`src/rtl/ras_pkg.sv`:
```
package ras_pkg;
    typedef enum logic [1:0] {
        OP_IDLE = 2'd0,
        OP_PUSH = 2'd1,
        OP_POP  = 2'd2
    } ras_op_e;
endpackage

```
`src/rtl/ras_ptr_ctrl.sv`:
```
module ras_ptr_ctrl
    import ras_pkg::*;
#(
    parameter int DEPTH = 16,
    parameter int PTR_W = $clog2(DEPTH) + 1
) (
    input  logic                 clk_i,
    input  logic                 rst_ni,
    input  logic                 push_i,
    input  logic                 pop_i,
    input  logic                 ptr_wr_i,
    input  logic [PTR_W-1:0]     ptr_wdata_i,
    output logic [PTR_W-1:0]     ptr_o,
    output logic [PTR_W-2:0]     push_idx_o,
    output ras_op_e              op_o,
    output logic                 ovf_evt_o,
    output logic                 unf_evt_o
);
    localparam int IDX_W = PTR_W - 1;
    localparam logic [PTR_W-1:0] EMPTY = '1;
    localparam logic [PTR_W-1:0] TOP   = PTR_W'(DEPTH - 1);

    typedef struct packed {
        logic [PTR_W-1:0] ptr;
    } state_t;

    state_t st_d, st_q;
    logic [PTR_W-1:0] inc_ptr;

    // push has priority; software write only in an idle cycle
    always_comb begin
        st_d      = st_q;
        op_o      = OP_IDLE;
        ovf_evt_o = 1'b0;
        unf_evt_o = 1'b0;
        inc_ptr   = st_q.ptr + 1'b1;
        if (push_i) begin
            op_o      = OP_PUSH;
            st_d.ptr  = inc_ptr;
            ovf_evt_o = (st_q.ptr == TOP);
        end else if (pop_i) begin
            op_o      = OP_POP;
            st_d.ptr  = st_q.ptr - 1'b1;
            unf_evt_o = (st_q.ptr == EMPTY);
        end else if (ptr_wr_i) begin
            st_d.ptr  = ptr_wdata_i;
        end
    end

    always_ff @(posedge clk_i or negedge rst_ni) begin
        if (!rst_ni) st_q.ptr <= EMPTY;
        else         st_q     <= st_d;
    end

    assign ptr_o      = st_q.ptr;
    assign push_idx_o = inc_ptr[IDX_W-1:0];

    assert_push_inc_R2: assert property (@(posedge clk_i) disable iff (!rst_ni)
        push_i |=> ptr_o == PTR_W'($past(ptr_o) + 1'b1));

    assert_pop_dec_R3: assert property (@(posedge clk_i) disable iff (!rst_ni)
        (!push_i && pop_i) |=> ptr_o == PTR_W'($past(ptr_o) - 1'b1));

    assert_sw_ptr_R9: assert property (@(posedge clk_i) disable iff (!rst_ni)
        (!push_i && !pop_i && ptr_wr_i) |=> ptr_o == $past(ptr_wdata_i));
endmodule

```
`src/rtl/ras_store.sv`:
```
module ras_store #(
    parameter int DEPTH = 16,
    parameter int PC_W  = 15,
    parameter int IDX_W = $clog2(DEPTH)
) (
    input  logic              clk_i,
    input  logic              rst_ni,
    input  logic              wr_en_i,
    input  logic [IDX_W-1:0]  wr_idx_i,
    input  logic [PC_W-1:0]   wr_mask_i,
    input  logic [PC_W-1:0]   wr_data_i,
    input  logic [IDX_W-1:0]  rd_idx_i,
    output logic [PC_W-1:0]   rd_data_o
);
    logic [PC_W-1:0] ent_d [DEPTH];
    logic [PC_W-1:0] ent_q [DEPTH];

    for (genvar i = 0; i < DEPTH; i++) begin : g_ent
        always_comb begin
            ent_d[i] = ent_q[i];
            if (wr_en_i && (wr_idx_i == IDX_W'(i))) begin
                ent_d[i] = (ent_q[i] & ~wr_mask_i) | (wr_data_i & wr_mask_i);
            end
        end

        always_ff @(posedge clk_i or negedge rst_ni) begin
            if (!rst_ni) ent_q[i] <= '0;
            else         ent_q[i] <= ent_d[i];
        end
    end

    assign rd_data_o = ent_q[rd_idx_i];
endmodule

```
`src/rtl/ras_flags.sv`:
```
module ras_flags (
    input  logic       clk_i,
    input  logic       rst_ni,
    input  logic       halt_on_err_i,
    input  logic       ovf_evt_i,
    input  logic       unf_evt_i,
    input  logic       flag_wr_i,
    input  logic [1:0] flag_wdata_i,
    output logic       ovf_o,
    output logic       unf_o,
    output logic       rst_req_o
);
    typedef struct packed {
        logic ovf;
        logic unf;
        logic req;
    } flag_t;

    flag_t fl_d, fl_q;

    // events win over a clear in the same cycle
    always_comb begin
        fl_d     = fl_q;
        if (flag_wr_i && !flag_wdata_i[0]) fl_d.ovf = 1'b0;
        if (flag_wr_i && !flag_wdata_i[1]) fl_d.unf = 1'b0;
        if (ovf_evt_i) fl_d.ovf = 1'b1;
        if (unf_evt_i) fl_d.unf = 1'b1;
        fl_d.req = halt_on_err_i & (ovf_evt_i | unf_evt_i);
    end

    always_ff @(posedge clk_i or negedge rst_ni) begin
        if (!rst_ni) fl_q <= '0;
        else         fl_q <= fl_d;
    end

    assign ovf_o     = fl_q.ovf;
    assign unf_o     = fl_q.unf;
    assign rst_req_o = fl_q.req;

    assert_ovf_set_R4: assert property (@(posedge clk_i) disable iff (!rst_ni)
        ovf_evt_i |=> ovf_o);

    assert_unf_set_R5: assert property (@(posedge clk_i) disable iff (!rst_ni)
        unf_evt_i |=> unf_o);

    assert_sticky_R7: assert property (@(posedge clk_i) disable iff (!rst_ni)
        (ovf_o && !(flag_wr_i && !flag_wdata_i[0])) |=> ovf_o);

    assert_req_mode_R6: assert property (@(posedge clk_i) disable iff (!rst_ni)
        (!halt_on_err_i && !rst_req_o) |=> !rst_req_o || $past(halt_on_err_i));
endmodule

```
`src/rtl/ret_addr_stack.sv`:
```
module ret_addr_stack
    import ras_pkg::*;
#(
    parameter int DEPTH = 16,
    parameter int PC_W  = 15,
    parameter int PTR_W = $clog2(DEPTH) + 1
) (
    input  logic              clk_i,
    input  logic              rst_ni,
    input  logic              halt_on_err_i,
    input  logic              push_i,
    input  logic [PC_W-1:0]   push_pc_i,
    input  logic              pop_i,
    output logic [PC_W-1:0]   ret_pc_o,
    input  logic              ptr_wr_i,
    input  logic [PTR_W-1:0]  ptr_wdata_i,
    input  logic              tos_hi_wr_i,
    input  logic              tos_lo_wr_i,
    input  logic [7:0]        tos_wdata_i,
    input  logic              flag_wr_i,
    input  logic [1:0]        flag_wdata_i,
    output logic [PTR_W-1:0]  ptr_o,
    output logic [7:0]        tos_hi_o,
    output logic [7:0]        tos_lo_o,
    output logic              ovf_o,
    output logic              unf_o,
    output logic              rst_req_o
);
    localparam int IDX_W = PTR_W - 1;
    localparam int HI_W  = PC_W - 8;
    localparam logic [PTR_W-1:0] EMPTY = '1;

    ras_op_e          op;
    logic [IDX_W-1:0] push_idx;
    logic             ovf_evt, unf_evt;
    logic             wr_en;
    logic [IDX_W-1:0] wr_idx;
    logic [PC_W-1:0]  wr_mask, wr_data, rd_data, tos;
    logic [PC_W-1:0]  sw_data;

    ras_ptr_ctrl #(.DEPTH(DEPTH), .PTR_W(PTR_W)) u_ptr (
        .clk_i(clk_i), .rst_ni(rst_ni), .push_i(push_i), .pop_i(pop_i),
        .ptr_wr_i(ptr_wr_i), .ptr_wdata_i(ptr_wdata_i), .ptr_o(ptr_o),
        .push_idx_o(push_idx), .op_o(op), .ovf_evt_o(ovf_evt), .unf_evt_o(unf_evt)
    );

    assign sw_data = {tos_wdata_i[HI_W-1:0], tos_wdata_i};

    always_comb begin
        wr_en   = 1'b0;
        wr_idx  = ptr_o[IDX_W-1:0];
        wr_mask = '0;
        wr_data = sw_data;
        case (op)
            OP_PUSH: begin
                wr_en   = 1'b1;
                wr_idx  = push_idx;
                wr_mask = '1;
                wr_data = push_pc_i;
            end
            OP_IDLE: begin
                if (tos_hi_wr_i) wr_mask[PC_W-1:8] = '1;
                if (tos_lo_wr_i) wr_mask[7:0]      = '1;
                wr_en = tos_hi_wr_i | tos_lo_wr_i;
            end
            default: ;
        endcase
    end

    ras_store #(.DEPTH(DEPTH), .PC_W(PC_W), .IDX_W(IDX_W)) u_store (
        .clk_i(clk_i), .rst_ni(rst_ni), .wr_en_i(wr_en), .wr_idx_i(wr_idx),
        .wr_mask_i(wr_mask), .wr_data_i(wr_data),
        .rd_idx_i(ptr_o[IDX_W-1:0]), .rd_data_o(rd_data)
    );

    ras_flags u_flags (
        .clk_i(clk_i), .rst_ni(rst_ni), .halt_on_err_i(halt_on_err_i),
        .ovf_evt_i(ovf_evt), .unf_evt_i(unf_evt),
        .flag_wr_i(flag_wr_i), .flag_wdata_i(flag_wdata_i),
        .ovf_o(ovf_o), .unf_o(unf_o), .rst_req_o(rst_req_o)
    );

    // empty view depends on mode
    assign tos      = (halt_on_err_i && (ptr_o == EMPTY)) ? '0 : rd_data;
    assign ret_pc_o = tos;
    assign tos_lo_o = tos[7:0];
    assign tos_hi_o = {{(16 - PC_W){1'b0}}, tos[PC_W-1:8]};

    assert_push_stored_R2: assert property (@(posedge clk_i) disable iff (!rst_ni)
        (push_i && !(halt_on_err_i && PTR_W'(ptr_o + 1'b1) == EMPTY))
        |=> ret_pc_o == $past(push_pc_i));
endmodule

```
`config.mk`:
```
export PLATFORM = sky130hd
export DESIGN_NAME = ret_addr_stack
export DESIGN_NICKNAME = d
export VERILOG_FILES = /design/src/rtl/ras_pkg.sv /design/src/rtl/ras_ptr_ctrl.sv /design/src/rtl/ras_store.sv /design/src/rtl/ras_flags.sv /design/src/rtl/ret_addr_stack.sv
export SDC_FILE = /design/constraint.sdc
export NUM_CORES = 1
export LEC_CHECK = 0
export BUFFER_PORTS_ARGS = -buffer_cell sky130_fd_sc_hd__buf_4
export CAP_MARGIN = 40
export CORE_MARGIN = 8
export CORE_UTILIZATION = 30
export DETAILED_ROUTE_END_ITERATION = 6
export SYNTH_ARGS = -nofsm -noshare
export SYNTH_HDL_FRONTEND = slang
export SYNTH_SLANG_ARGS = --single-unit
```
`constraint.sdc`:
```
create_clock -name clk_i -period 4.5 [get_ports clk_i]
set_input_delay 0.225 -clock clk_i [delete_from_list [all_inputs] [get_ports clk_i]]
set_output_delay 0.225 -clock clk_i [all_outputs]
set_load 0.01 [all_outputs]
```
==> qor.yml, run 1 <==
grt.total_usage_pct: 11.7
cts_tree: "yes"
clock_sinks: 248
yosysUniqueCellTypes: 47
worst_path_max_delay_cell: "dfstp_4"
r2r-start: "u_ptr.ptr_o[0]"
end_kind: "output pin"
crit_buf_inv: 1
ir_worst_vdd_mv: 0.347
die_y_um: 219
die_area_um2: 48100
yosys_warnings: 0
avgSynthCellArea_um2: 15.3
cts_setup_buffers: 0
core-area_um2: 40800
grt_remaining_overflow: 0
cp.arrival_ps: 3510
cts_root_buf: "clkbuf_16"
yosys.area.top_type: "dfrtp_1"
layout-drive-gt1-share_pct: 54.2
place_hpwl_um: 18700
grt_max_degree: 103
num_rows: 74
syn2layout_area_growth_pct: 15.6
tightestPinTransition_ps: 914
busiest_layer: "met2"
fin_skew_ps: 9.60
cpPeakStageDelay_ps: 920
drc: 0
finalSetupTns_ps: 0
synth_edf_count: 0
met3_usage_pct: 1.68
hold-path-cell-count: 4
initial_utilization_pct: 30.4
crit_required_ps: 4280
cp_top_family: "simple AND/OR/NAND/NOR gates"
maxSlewViolCount: 0
place_area_um2: 13400
synth_seq_cells: 248
cts_max_level: 1
p_int_mw: 6.89
first_global_vias: 7375
antenna_cells: 0
power_switching_mw: 3.30
cts_made_buffers: 26
grt_pass1_wl_um: 44500
vias_per_cell: 4.93
setup.worst_path.start_class: "flop"
path_max_fanout: 38
hold_end: "u_flags.ovf_o"
routabilityCongestion: 0.705
slew_headroom_pct: 39.1
ff2ff_path_depth: 6
clock_latency_ps: 530
final_cells: 1411
cap_viol_max_count: 0
fin_crit_ps: 3740
syn-num-nets: 854
dr.pass1.iters: 4
wl_um: 28100
leakage_nw: 6.08
holdCritPathClass: "primary input to flop"
switching_share_pct: 32.4
use_met1_pct: 16.4
clk_pin_slew_ps: 60
synthFlopType: "dfrtp_1"
drt_iter0_drc: 390
netlist.area_leader.share_pct: 49.0
placedCellCount: 1357
nNetsFinal: 902
finalSetupViolations: 0
fmax_mhz: 267
syn_inst: 811
antenna_left: 0
cts_buffer_depth: 3
rrSetupSlack_ps: 1350
p_clk_share_pct: 22.3
use_met2_pct: 19.0
min_from: "flag_wr_i"
vias: 6956
synthArstFlopShare_pct: 100
antenna_found_initial: 0
p_comb_share_pct: 39.5
seqPwrFrac_pct: 38.2
crit_chain: "ha_1 > and3_1 > ha_1 > nand2_1 > nand2_1 > o22ai_1 > buf_4"
port_buffers: 76
final_area_um2: 14300
die_x_um: 219
cts_resized: 0
pin_count: 78
syn_area_um2: 12400
seq_area_frac_synth_pct: 50.1
critical_path_class: "flop to output pin"
outcome: "finished clean"
rsz0062_at_grt: "no"
period_share_pct: 83.1
hold_viol_final: 0
synth_area_leaders: "dfrtp_1 49%, mux2_2 22%, mux4_2 11%"
wl_per_cell_um: 19.9
powerDensity_nw_per_um2: 710
## kinds of logic (layout without fill, tap and decap cells)
kind of cell / after synthesis / after routing / synth area share (%)
other cells: 1 / 1 / 0.0302
mux: 336 / 336 / 35.6
compound gates: 74 / 74 / 7.61
flops: 248 / 248 / 50.1
fa+ha+maj: 4 / 4 / 0.403
simple gates: 68 / 68 / 2.73
buf+inv: 75 / 143 / 3.25
xor+xnor: 5 / 5 / 0.353
## cell usage after synthesis, types with 3 or more instances
cell	count
buf_2	16
mux2_2	241
inv_1	3
dfrtp_1	243
o21ai_2	4
ha_1	4
buf_4	20
nand2b_1	11
a21oi_1	7
o22ai_1	15
a211oi_4	28
a31oi_4	4
nand2_1	35
mux4_2	60
mux2i_1	35
buf_1	5
nor2_1	4
clkbuf_1	27
and3_1	3
xnor2_1	3
dfstp_2	5
a211o_1	4
nor2b_1	4
## worst reg2reg max path: stages, from the launching register on
cell      delay [ps]
dfstp_4          780
inv_1            210
ha_1             360
nand2b_1         160
o41a_2           400
a211oi_4         730
mux2_2           410
## cells in the final DEF, fill, tap and decap left out, types with 3 or more instances in the layout
cell / Yosys / routed
mux2i_1: 35 / 35
mux2_2: 241 / 241
xnor2_1: 3 / 3
nor2_1: 4 / 4
a31oi_4: 4 / 4
clkbuf_8: 0 / 9
dfrtp_1: 243 / 243
bufinv_16: 0 / 3
nand2_1: 35 / 35
clkbuf_16: 0 / 27
inv_1: 3 / 3
ha_1: 4 / 4
buf_4: 20 / 83
a211oi_4: 28 / 28
a211o_1: 4 / 4
nor2b_1: 4 / 4
a21oi_1: 7 / 7
o21ai_2: 4 / 4
mux4_2: 60 / 60
dfstp_2: 5 / 3
o22ai_1: 15 / 15
clkinv_2: 0 / 4
dlygate4sd3_1: 0 / 6
nand2b_1: 11 / 11
and3_1: 3 / 3
clkbuf_1: 27 / 4
## worst max-delay path by stage
stage	from	endpoint	slack, ps	depth (start not counted)
2_1_floorplan	u_ptr.ptr_o[3]	tos_hi_o[0]	1590	10
3_3_place_gp	u_ptr.ptr_o[1]	tos_hi_o[1]	1260	7
3_5_place_dp	u_ptr.ptr_o[1]	ret_pc_o[9]	1250	7
4_1_cts	u_ptr.ptr_o[1]	ret_pc_o[9]	680	7
5_1_grt	u_ptr.ptr_o[1]	ret_pc_o[7]	510	7
6_report	u_ptr.ptr_o[1]	ret_pc_o[9]	760	7
## final cells by class
cell class	count	area [um2]
Clock inverter	8	118
Tap cell	532	666
Sequential cell	248	6220
Fill cell	3864	26500
Timing Repair Buffer	91	718
Multi-Input combinational cell	488	5800
Clock buffer	40	815
Inverter	4	15.0
## metrics by stage
stage	setup slack, ps	util [%]	power, mW	hold slack, ps
after detailed placement	1250	32.7	8.00	326
after global routing	513	35.1	10.8	68.7
after global placement	1260	32.7	7.89	326
final	760	35.1	10.2	49.0
after CTS	678	35.1	10.3	27.8
after floorplan	1590	-	6.84	-70.6
## repair_timing
action / in CTS / in global routing
endpoints found under the hold margin: 103 / 0
hold buffers: 6 / 0
endpoints found under the setup margin: 0 / 0
## power by group through the flow
stage	Sequential (mW)	Clock [mW]	Combinational [mW]
2_1_floorplan	3.63	0	3.21
3_3_place_gp	3.89	0	4.00
3_5_place_dp	3.93	0	4.07
4_1_cts	3.89	2.35	4.09
5_1_grt	4.03	2.44	4.34
6_report	3.89	2.27	4.02
## layer usage
metal / routed length (um) / part of all wire [%] / vias to the layer above
met2: 13500 / 48 / 122
met4: 380 / 1.4 / 0
li1: - / - / 3110
met3: 1320 / 4.7 / 26
met1: 12900 / 46 / 3698
met5: 0 / 0 / -
(Power assumes the default switching activity.)
==> run 2: changes to the inputs <==
==> constraint.sdc (replaced) <==
create_clock -name clk_i -period 3.45 [get_ports clk_i]
set_input_delay 0.1725 -clock clk_i [delete_from_list [all_inputs] [get_ports clk_i]]
set_output_delay 0.1725 -clock clk_i [all_outputs]
set_load 0.01 [all_outputs]
==> qor.yml, run 2 (same netlist as run 1, synthesis figures left out) <==
r2r-start: "u_ptr.ptr_o[0]"
first_global_vias: 7627  # +3.4%
drc: 0  # unchanged
layout_common_cells: "243 x dfrtp_1, 241 x mux2_2, 82 x buf_4"
vias: 7044  # +1.3%
slew_headroom_pct: 40.8  # +1.7 points
cp.arrival_ps: 3140  # -370 ps
wl_per_cell_um: 20.2  # +1.3%
ff2ff_path_depth: 5  # -1
antenna_cells: 0  # unchanged
setup.worst_path.start_class: "flop"
finalSetupTns_ps: 0  # unchanged
multi_input_area_um2: 5800  # about the same
cap_viol_max_count: 0  # unchanged
nNetsFinal: 911  # +1.0%
grt.total_usage_pct: 12.0  # +0.29 points
critical_path_class: "flop to output pin"
end_kind: "output pin"
syn2layout_area_growth_pct: 16.7
rrSetupSlack_ps: 510  # -840 ps
seqCellArea_um2: 6220  # unchanged
grt_remaining_overflow: 0  # unchanged
core-area_um2: 40800  # unchanged
wl_um: 28600  # +2.0%
final_area_um2: 14500  # +0.92%
placedCellCount: 1360  # +0.22%
place_area_um2: 13400  # +0.54%
fmax_mhz: 302
hold_slack_ps: 44.6  # -4.47 ps
fin_crit_ps: 3320
clock_sinks: 248  # unchanged
routabilityCongestion: 0.739  # +4.7%
pin_count: 78  # unchanged
path_max_fanout: 10  # -74%
hold_viol_final: 0  # unchanged
initial_utilization_pct: 30.4  # unchanged
place_hpwl_um: 19000  # +1.8%
hold_end: "u_ptr.ptr_o[2]"
final_cells: 1420  # +0.64%
port_buffers: 76  # unchanged
vias_per_cell: 4.96  # +0.62%
num_rows: 74  # unchanged
fin_skew_ps: 18.1  # +8.47 ps
maxSlewViolCount: 0  # unchanged
cts_root_buf: "clkbuf_16"
finalSetupViolations: 0  # unchanged
rsz0062_at_grt: "no"
drt_iter0_drc: 423  # +8.5%
dr.pass1.iters: 6  # +2
cts_max_level: 1  # unchanged
nFillCells: 3883  # +0.49%
clock_latency_ps: 530  # about the same
leakage_nw: 6.13  # +0.85%
hold-path-cell-count: 4  # unchanged
grt_pass1_wl_um: 45800  # +3.0%
cts_tree: "yes"
die_x_um: 219  # unchanged
mostFrequentLayoutCell: "dfrtp_1"
grt_max_degree: 114  # +11%
holdCritPathClass: "primary input to flop"
clk_pin_slew_ps: 60  # about the same
cts_buffer_depth: 3  # unchanged
period_share_pct: 96.1
outcome: "finished clean"
crit_required_ps: 3280  # -1000 ps
cts_made_buffers: 27  # +3.8%
antenna_left: 0  # unchanged
tightestPinTransition_ps: 888  # -25.7 ps
die_y_um: 219  # unchanged
min_from: "pop_i"
die_area_um2: 48100  # unchanged
final_util_pct: 35.5  # +0.32 points
powerDensity_nw_per_um2: 929  # +31%
antenna_found_initial: 0  # unchanged
ir_worst_vdd_mv: 0.404  # +16%
layout-drive-gt1-share_pct: 54.1  # -0.098 points
==> run 2: per-stage QoR <==
step	total power, mW	setup slack [ps]
global placement	10.4	516
finish	13.4	134
detailed placement	10.6	520
floorplan	8.92	596
CTS	13.6	40.4
global route	14.2	8.13
==> run 2: area by class of cell <==
cell class | instances | share of cell area [%]
Clock buffer | 42 | 5.61
Clock inverter | 7 | 0.804
Inverter | 4 | 0.104
Multi-Input combinational cell | 488 | 40.1
Sequential cell | 248 | 43.0
Tap cell | 532 | 4.60
Timing Repair Buffer | 99 | 5.88
==> run 2: power breakdown <==
part / internal (mW) / total [mW] / switching [mW]
combinational: 2.95 / 5.50 / 2.56
clock: 1.83 / 2.98 / 1.14
sequential: 4.26 / 4.97 / 0.702
==> run 2: worst max-delay path by stage <==
stage               slack [ps]  cells after the start     endpoint      startpoint
global placement           520                      5         flop  u_ptr.ptr_o[0]
detailed placement         520                      5         flop  u_ptr.ptr_o[0]
floorplan                  600                     10  tos_hi_o[0]  u_ptr.ptr_o[3]
global route                 8                      8  ret_pc_o[3]  u_ptr.ptr_o[0]
finish                     130                      8  ret_pc_o[3]  u_ptr.ptr_o[0]
CTS                         40                      7  ret_pc_o[7]  u_ptr.ptr_o[0]
==> run 2: critical path, cell delays in order (launching register included) <==
cell and delay (ps):
dfstp_4 700, ha_1 350, and3_1 230, ha_1 170, nand2_1 140, nand2b_1 410, buf_4 260, o22ai_1 160
buf_4 200
==> run 2: timing repair <==
| action | in CTS | in global routing |
|---|---|---|
| gates resized for setup | 0 | 1 |
| setup buffers | 0 | 0 |
| hold buffers | 9 | 0 |
| endpoints found under the hold margin | 109 | 0 |
| endpoints found under the setup margin | 0 | 10 |
==> run 2: layer usage <==
layer | global-route usage [%] | wire length [um] | share of wire (%)
met5 | 0 | 0 | 0
met4 | 3.18 | 536 | 1.9
met3 | 1.73 | 1290 | 4.5
met2 | 19.3 | 13600 | 47
met1 | 16.7 | 13200 | 46
==> run 3: changes to the inputs <==
--- a/config.mk
+++ b/config.mk
@@ -10,6 +10,7 @@
 export CORE_MARGIN = 8
 export CORE_UTILIZATION = 30
 export DETAILED_ROUTE_END_ITERATION = 6
+export SETUP_SLACK_MARGIN = 0.2
 export SYNTH_ARGS = -nofsm -noshare
 export SYNTH_HDL_FRONTEND = slang
 export SYNTH_SLANG_ARGS = --single-unit
==> qor.yml, run 3 (same netlist as run 1, synthesis figures left out) <==
first_global_vias: 7624  # -0.039%
vias_per_cell: 4.97  # +0.16%
routabilityCongestion: 0.739  # unchanged
seqCellArea_um2: 6220  # unchanged
hold-path-cell-count: 4  # unchanged
worst-path-stages: 7  # -1
rrSetupSlack_ps: 510  # about the same
path_common_cell: "ha_1"
crit_required_ps: 3280  # about the same
place_hpwl_um: 19000  # unchanged
cts_made_buffers: 27  # unchanged
cts_root_buf: "clkbuf_16"
clock_sinks: 248  # unchanged
drt_iter0_drc: 419  # -0.95%
layout-drive-gt1-share_pct: 54.3  # +0.23 points
multi_input_area_um2: 5810  # +0.15%
num_rows: 74  # unchanged
slew_headroom_pct: 40.4  # -0.42 points
period_share_pct: 91.8  # -4.3 points
cts_setup_buffers: 0  # unchanged
cpPeakStageDelay_ps: 520  # -180 ps
nFillCells: 3880  # -0.077%
antenna_cells: 0  # unchanged
rsz0062_at_grt: "yes"
worst_path_max_delay_cell: "dfstp_4"
die_x_um: 219  # unchanged
cts_max_level: 1  # unchanged
maxSlewViolCount: 0  # unchanged
finalSetupTns_ps: 0  # unchanged
crit_buf_inv: 1  # -1
grt_remaining_overflow: 0  # unchanged
mostFrequentLayoutCell: "dfrtp_1"
antenna_left: 0  # unchanged
grt_pass1_wl_um: 45800  # about the same
powerDensity_nw_per_um2: 929  # about the same
cts_buffer_depth: 3  # unchanged
initial_utilization_pct: 30.4  # unchanged
die_area_um2: 48100  # unchanged
place_area_um2: 13400  # unchanged
dr.pass1.iters: 4  # -2
final_cells: 1420  # unchanged
wl_per_cell_um: 20.2  # +0.13%
ir_worst_vdd_mv: 0.404  # +0.18%
port_buffers: 76  # unchanged
core-area_um2: 40800  # unchanged
end_kind: "output pin"
leakage_nw: 6.13  # about the same
min_from: "pop_i"
die_y_um: 219  # unchanged
cp-endpoint: "ret_pc_o[9]"
crit_chain: "ha_1 > and3_1 > ha_1 > nand2_1 > nand2_2 > o22ai_1 > buf_4"
layout_common_cells: "243 x dfrtp_1, 241 x mux2_2, 82 x buf_4"
clock_latency_ps: 530  # about the same
antenna_found_initial: 0  # unchanged
final_util_pct: 35.5  # about the same
drc: 0  # unchanged
finalSetupViolations: 0  # unchanged
grt.total_usage_pct: 12.0  # unchanged
fmax_mhz: 316  # +4.7%
fin_skew_ps: 19.0  # +0.876 ps
path_max_fanout: 15  # +5
wl_um: 28700  # +0.13%
r2r-start: "u_ptr.ptr_o[0]"
clk_pin_slew_ps: 60  # about the same
vias: 7055  # +0.16%
detailedPlace.worstSlack_ps: 520  # unchanged
setup.worst_path.start_class: "flop"
tightestPinTransition_ps: 894  # +6.30 ps
placedCellCount: 1360  # unchanged
pin_count: 78  # unchanged
fin_crit_ps: 3170  # -149 ps
grt_max_degree: 114  # unchanged
outcome: "finished clean"
cap_viol_max_count: 0  # unchanged
ff2ff_path_depth: 5  # unchanged
cp_top_family: "simple AND/OR/NAND/NOR gates"
nNetsFinal: 911  # unchanged
syn2layout_area_growth_pct: 16.7  # about the same
crit_start: "u_ptr.ptr_o[0]"
cts_tree: "yes"
critical_path_class: "flop to output pin"
setup_ws_ps: 283  # +149 ps
final_area_um2: 14500  # about the same
cp.arrival_ps: 2990  # -150 ps
hold_viol_final: 0  # unchanged
holdCritPathClass: "primary input to flop"
==> run 3: power breakdown <==
part	switching, mW	internal [mW]
registers	0.703	4.26
logic	2.57	2.95
clock network	1.14	1.83
==> run 3: what timing repair did <==
action,4_1_cts,5_1_grt
endpoints found under the setup margin,30,6
gates resized for setup,2,1
hold buffers,9,0
gates cloned,0,0
hold endpoints to repair,109,0
==> run 3: final cells by class <==
type	instances	area share [%]
flip-flops and latches	248	42.9
multi-input cells	488	40.1
repair buffers	99	5.87
clock buffers	42	5.60
well taps	532	4.59
clock inverters	7	0.803
inverters	4	0.104
==> run 3: worst min path at each step <==
| stage | to | slack [ps] |
|---|---|---|
| after floorplan | asynchronous set/reset pin | -120 |
| after global placement | asynchronous set/reset pin | 330 |
| after detailed placement | asynchronous set/reset pin | 330 |
| after CTS | u_ptr.ptr_o[2] | 10 |
| after global routing | u_ptr.ptr_o[2] | 50 |
| final | u_ptr.ptr_o[2] | 50 |
==> run 3: stage by stage <==
step           hold slack [ps]  power, mW
3_3_place_gp               332       10.4
5_1_grt                   50.3       14.3
2_1_floorplan             -123       8.92
6_report                  45.3       13.5
4_1_cts                   10.9       13.6
3_5_place_dp               326       10.6
==> run 3: metal layers <==
layer	wire (um)	global-route usage, %	up-vias
met5	0	0	-
met4	554	3.18	0
met3	1270	1.73	36
met2	13600	19.3	123
met1	13200	16.7	3778
li1	-	-	3118
==> run 3: worst register-to-register path, stage by stage (launching register included) <==
cell	delay (ps)
dfstp_4	520
ha_1	330
a21oi_1	330
nand2b_1	520
a211oi_4	720
mux2_2	400
